--- src/rtl/mb_ack_pkg.sv ---
package mb_ack_pkg;
  typedef enum logic {
    XF_IDLE = 1'b0,
    XF_WAIT = 1'b1
  } xfer_state_t;

  localparam int unsigned SYNC_STAGES = 2;
  localparam int unsigned WMIN_W      = 4;
endpackage

--- src/rtl/mb_sync.sv ---
module mb_sync #(
  parameter int unsigned W      = 1,
  parameter int unsigned STAGES = 2,
  parameter logic [W-1:0] RST_VAL = '0
) (
  input  logic         clk,
  input  logic         rst_n,
  input  logic [W-1:0] d_i,
  output logic [W-1:0] q_o
);
  logic [W-1:0] chain [STAGES];

  for (genvar s = 0; s < STAGES; s++) begin : g_stage
    if (s == 0) begin : g_first
      always_ff @(posedge clk or negedge rst_n) begin
        if (!rst_n) chain[s] <= RST_VAL;
        else        chain[s] <= d_i;
      end
    end else begin : g_next
      always_ff @(posedge clk or negedge rst_n) begin
        if (!rst_n) chain[s] <= RST_VAL;
        else        chain[s] <= chain[s-1];
      end
    end
  end

  assign q_o = chain[STAGES-1];
endmodule

--- src/rtl/mb_start_det.sv ---
module mb_start_det (
  input  logic clk,
  input  logic rst_n,
  input  logic ale_s,
  input  logic cs_n_s,
  output logic start_o
);
  logic ale_q, cs_n_q;

  always_ff @(posedge clk or negedge rst_n) begin
    if (!rst_n) begin
      ale_q  <= 1'b0;
      cs_n_q <= 1'b1;
    end else begin
      ale_q  <= ale_s;
      cs_n_q <= cs_n_s;
    end
  end

  assign start_o = (ale_q & ~ale_s) | (cs_n_q & ~cs_n_s);

  // a detected start implies that one of the strobes fell
  p_start_has_edge_r2: assert property (@(posedge clk) disable iff (!rst_n)
    start_o |-> (ale_q != ale_s) || (cs_n_q != cs_n_s));
endmodule

--- src/rtl/mb_ack_ctr.sv ---
module mb_ack_ctr
  import mb_ack_pkg::*;
#(
  parameter int unsigned CNT_W = 8
) (
  input  logic              clk,
  input  logic              rst_n,
  input  logic              start_i,
  input  logic              busy_s,
  input  logic [WMIN_W-1:0] wait_min_i,
  output logic              ack_n_o,
  output logic [CNT_W-1:0]  last_waits_o
);
  localparam logic [CNT_W-1:0] CNT_MAX = '1;

  xfer_state_t      state;
  logic [CNT_W-1:0] cnt;
  logic [CNT_W-1:0] wmin_ext;
  logic             fire;

  assign wmin_ext = CNT_W'(wait_min_i);
  assign fire     = (state == XF_WAIT) && !start_i && (cnt >= wmin_ext) && !busy_s;

  always_ff @(posedge clk or negedge rst_n) begin
    if (!rst_n) begin
      state        <= XF_IDLE;
      cnt          <= '0;
      ack_n_o      <= 1'b1;
      last_waits_o <= '0;
    end else begin
      ack_n_o <= 1'b1;
      if (start_i) begin
        state <= XF_WAIT;
        cnt   <= '0;
      end else if (fire) begin
        state        <= XF_IDLE;
        ack_n_o      <= 1'b0;
        last_waits_o <= cnt;
      end else if (state == XF_WAIT && cnt != CNT_MAX) begin
        cnt <= cnt + 1'b1;
      end
    end
  end

  p_ack_one_cycle_r6: assert property (@(posedge clk) disable iff (!rst_n)
    !ack_n_o |=> ack_n_o);
  p_restart_no_ack_r7: assert property (@(posedge clk) disable iff (!rst_n)
    start_i |=> ack_n_o);
  p_busy_blocks_r5: assert property (@(posedge clk) disable iff (!rst_n)
    busy_s |=> ack_n_o);
  p_min_wait_r4: assert property (@(posedge clk) disable iff (!rst_n)
    !ack_n_o |-> last_waits_o >= CNT_W'($past(wait_min_i)));
  p_last_with_ack_r11: assert property (@(posedge clk) disable iff (!rst_n)
    !$stable(last_waits_o) |-> !ack_n_o);
endmodule

--- src/rtl/mux_ack_gen.sv ---
module mux_ack_gen
  import mb_ack_pkg::*;
#(
  parameter int unsigned CNT_W = 8
) (
  input  logic              clk,
  input  logic              rst_n,
  input  logic              ale_i,
  input  logic              cs_n_i,
  input  logic              peer_busy_i,
  input  logic [WMIN_W-1:0] wait_min_i,
  output logic              ack_n_o,
  output logic              ack_oe_o,
  output logic [CNT_W-1:0]  last_waits_o
);
  logic [2:0] raw, synced;
  logic       start;

  // bit 2: ale, bit 1: cs_n, bit 0: busy
  assign raw = {ale_i, cs_n_i, peer_busy_i};

  mb_sync #(.W(3), .STAGES(SYNC_STAGES), .RST_VAL(3'b010)) u_sync (
    .clk(clk), .rst_n(rst_n), .d_i(raw), .q_o(synced)
  );

  mb_start_det u_det (
    .clk(clk), .rst_n(rst_n), .ale_s(synced[2]), .cs_n_s(synced[1]), .start_o(start)
  );

  mb_ack_ctr #(.CNT_W(CNT_W)) u_ctr (
    .clk(clk), .rst_n(rst_n), .start_i(start), .busy_s(synced[0]),
    .wait_min_i(wait_min_i), .ack_n_o(ack_n_o), .last_waits_o(last_waits_o)
  );

  assign ack_oe_o = ~synced[1];

  // the driver enable follows chip-select after the synchronizer delay
  p_oe_tracks_cs_r10: assert property (@(posedge clk) disable iff (!rst_n)
    $fell(cs_n_i) |=> ##1 ack_oe_o);
endmodule

--- config.mk ---
export PLATFORM = sky130hd
export DESIGN_NAME = mux_ack_gen
export DESIGN_NICKNAME = d
export VERILOG_FILES = /design/src/rtl/mb_ack_pkg.sv /design/src/rtl/mb_sync.sv /design/src/rtl/mb_start_det.sv /design/src/rtl/mb_ack_ctr.sv /design/src/rtl/mux_ack_gen.sv
export SDC_FILE = /design/constraint.sdc
export NUM_CORES = 1
export LEC_CHECK = 0
export ABC_AREA = 1
export BUFFER_PORTS_ARGS = -buffer_cell sky130_fd_sc_hd__buf_4
export CORE_MARGIN = 1.5
export CORE_UTILIZATION = 55
export CTS_CLUSTER_DIAMETER = 40
export DETAILED_ROUTE_END_ITERATION = 8
export PLACE_DENSITY_LB_ADDON = 0.1
export REMOVE_ABC_BUFFERS = 1
export SKIP_LAST_GASP = 1
export SLEW_MARGIN = 30
export SYNTH_ARGS = -nofsm -noshare
export SYNTH_HDL_FRONTEND = slang
export SYNTH_SLANG_ARGS = --single-unit
export TNS_END_PERCENT = 10
--- constraint.sdc ---
create_clock -name clk -period 1.6 [get_ports clk]
set_input_delay 0.08 -clock clk [delete_from_list [all_inputs] [get_ports clk]]
set_output_delay 0.08 -clock clk [all_outputs]
set_load 0.005 [all_outputs]
==> run summary <==
Syn Inst Count = 149
Core ar. = 2190 um^2
Initial Util = 58.1%
Peak VDD IR = 0.930 mV
Simple logic cell fraction of the synthesized area = 31.4%
Critical path class = register to register
Sink Count = 26
First drt pass iteration count = 4
CTS tree = built
Post-DR vias/cell = 5.12
Status = complete, no violations
Fmax = 635 MHz
Post-Syn Area per Cell = 8.55 um^2
Pwr dens = 1120 nW/um^2
# setup viols final = 0
Wire per inst = 12.7 um
Cell variety after synth = 20
Clk buf depth = 2
Starting DRC count in detailed routing = 19
Die extent in x = 51.1 um
Vias = 1122
Netlist Area Pre-Place = 1270 um^2
Root Buffer = clkbuf_4
Yosys top cell area share = 43.2%
Gr usage total = 21.7%
# fillers = 156
Fin. max-slew vios = 0
Die ar. = 2610 um^2
Final-report hold violation count = 0
Area contributors post-synth = dfrtp_1 (43%), nand2_1 (16%), dfstp_2 (8.3%)
Die height = 51.1 um
Period utilization = 98.4%
FF+latch area = 656 um^2
Worst min-delay path class = input pin to async pin
Tot Pwr = 0.00188 W
Layout cells sized above 1 = 29.3%
Leading cell types in the layout, fill and taps excluded = nand2_1 (51), buf_4 (34), dfrtp_1 (22)
CP Capture Type = register
Antenna diodes = 0
Clock latency on the worst-skew pair = 0.33 ns
Main combinational cell family by area after synthesis = simple AND/OR/NAND/NOR gates
Crit-path slowest cell = dfrtp_1
Worst slew pin tran = 0.322 ns
Depth of the CTS H-tree = 1
Slew HR = 78.5%
Largest delay share family, worst path = simple AND/OR/NAND/NOR gates
Vias in the first global route = 1001
Synth Register Bits = 26
Max-Cap Viols = 0
Largest area contributor in the netlist = dfrtp_1
HPWL Detailed = 1770 um
Startpoint Class = register
Placed cells = 199
Buf+Inv Stages, Crit Path = 1
CP dominant cell by count = nand2_1
P_leak = 0.890 nW
RSZ-0062 raised after global routing = yes
Worst Path Arrival = 1.85 ns
Routed WL = 2790 um
Synth Area in XOR/XNOR = 2.06%
Num CTS Buffers = 3
Clock Skew = 0.000724 ns
Initial antenna violation count = 0
GR Overflow Total = 0
Remaining antenna violation count = 0
Adder and majority gate portion of the synthesized area = 4.91%
Nets = 206
Yosys warns = 0
I/O pin count = 19
Post-synthesis mux area share = 0%
Synth Area in Compound Gates = 3.63%
Residual DRC count = 0
Commonest non-fill, non-tap cell in the layout = nand2_1
Final min period = 1.57 ns
Clock transition at the registers of the reported paths = 0.14 ns
Final std cells w/o fill = 219
Port Buf Inserts = 18
Largest net degree at the start of global routing = 27
First-pass GRT wire length = 4170 um
Post-synthesis sequential area ratio = 51.5%
Gp weighted congestion = 0.873
CP max FO = 6
Multi-input logic area = 579 um^2
Crit path cell chain = ha_1 > nand2_1 > nand2_2 > nor2_4 > nand2_4 > nand2_8 > buf_4 > nand3_1 > nand2_1
Row count = 17
Area Overhead vs Synth = 31.7%
Worst Path Required = 1.88 ns
Slowest stage delay, CP = 0.41 ns
[through the flow]
step / worst slack (ns) / instance area, um^2 / hold WS (ns) / util [%] / TNS [ns]
after floorplan: 0.0877 / 1250 / -0.216 / - / 0
after global placement: 0.0778 / 1470 / -0.000947 / 66.9 / 0
after detailed placement: 0.0359 / 1470 / 0.00397 / 66.9 / 0
after CTS: 0.0276 / 1610 / 0.189 / 73.4 / 0
after global routing: -0.0575 / 1680 / 0.192 / 76.6 / -0.387
final: 0.0250 / 1680 / 0.169 / 76.6 / 0
[path summary, 6_finish.rpt]
path / cells after the start / slack [ns] / start / to
min in group clk: 0 / 0.37 / u_sync.chain[5] / u_sync.q_o[2]
max in group asynchronous: 2 / 1.14 / rst_n / u_sync.q_o[1]
setup / recovery: 9 / 0.03 / u_ctr.cnt[3] / u_ctr.cnt[0]
hold reg to reg: 0 / 0.37 / u_sync.chain[5] / u_sync.q_o[2]
setup reg to reg: 9 / 0.03 / u_ctr.cnt[3] / u_ctr.cnt[0]
hold / removal: 2 / 0.17 / rst_n / u_ctr.last_waits_o[1]
[cell families (layout without fill, tap and decap cells)]
| group | after synthesis | after routing |
|---|---|---|
| fa+ha+maj | 5 | 5 |
| compound gates | 7 | 7 |
| buf+inv | 18 | 58 |
| simple gates | 90 | 92 |
| flops | 26 | 26 |
| xor+xnor | 3 | 3 |
[area by class of cell]
class | instances | area share [%]
clock buffer | 3 | 1.34
clock inverter | 1 | 1.79
inverter | 16 | 3.58
multi-input combinational | 107 | 34.5
sequential | 26 | 39.1
tap | 28 | 2.09
timing repair buffer | 38 | 17.6
[timing repair]
action,4_1_cts,5_1_grt
hold buffers,4,0
setup buffers,4,6
cloned,0,2
pin swaps,2,6
endpoints found under the hold margin,29,0
gates resized for setup,3,3
endpoints found under the setup margin,13,17
[where the power goes]
part	internal, W	switching, W	leakage [nW]
Combinational	0.000295	0.000338	0.534
Sequential	0.000748	0.0000485	0.328
Clock	0.000254	0.000197	0.0279
Total	0.00130	0.000584	0.890
[metal layers]
| metal | track usage, % | vias up | share of wire [%] |
|---|---|---|---|
| met2 | 37.0 | 37 | 51 |
| met5 | 0 | - | 0 |
| met1 | 25.7 | 526 | 42 |
| met3 | 4.09 | 8 | 4.7 |
| li1 | - | 551 | - |
| met4 | 11.7 | 0 | 2.7 |
[synth_stat cells]
| cell type | n |
|---|---|
| buf_6 | 2 |
| dfrtp_1 | 22 |
| dfstp_2 | 4 |
| ha_1 | 5 |
| inv_1 | 15 |
| inv_2 | 1 |
| nand2_1 | 54 |
| nand2_2 | 1 |
| nand2_4 | 3 |
| nand3_1 | 14 |
| nand3_2 | 1 |
| nand3b_1 | 1 |
| nor2_1 | 14 |
| nor2_2 | 1 |
| nor2_4 | 1 |
| o21ai_0 | 2 |
| o21ai_1 | 4 |
| o21ai_4 | 1 |
| xnor2_1 | 1 |
| xor2_1 | 2 |
[sequential cells by signal, summed over array words and instances, names as in the netlist]
signal              flops
u_sync.chain            3
u_ctr.state             1
u_ctr.cnt               8
u_det.cs_n_q            1
u_sync.q_o              3
u_ctr.last_waits_o      8
u_det.ale_q             1
u_ctr.ack_n_o           1
(Power assumes the default switching activity.)
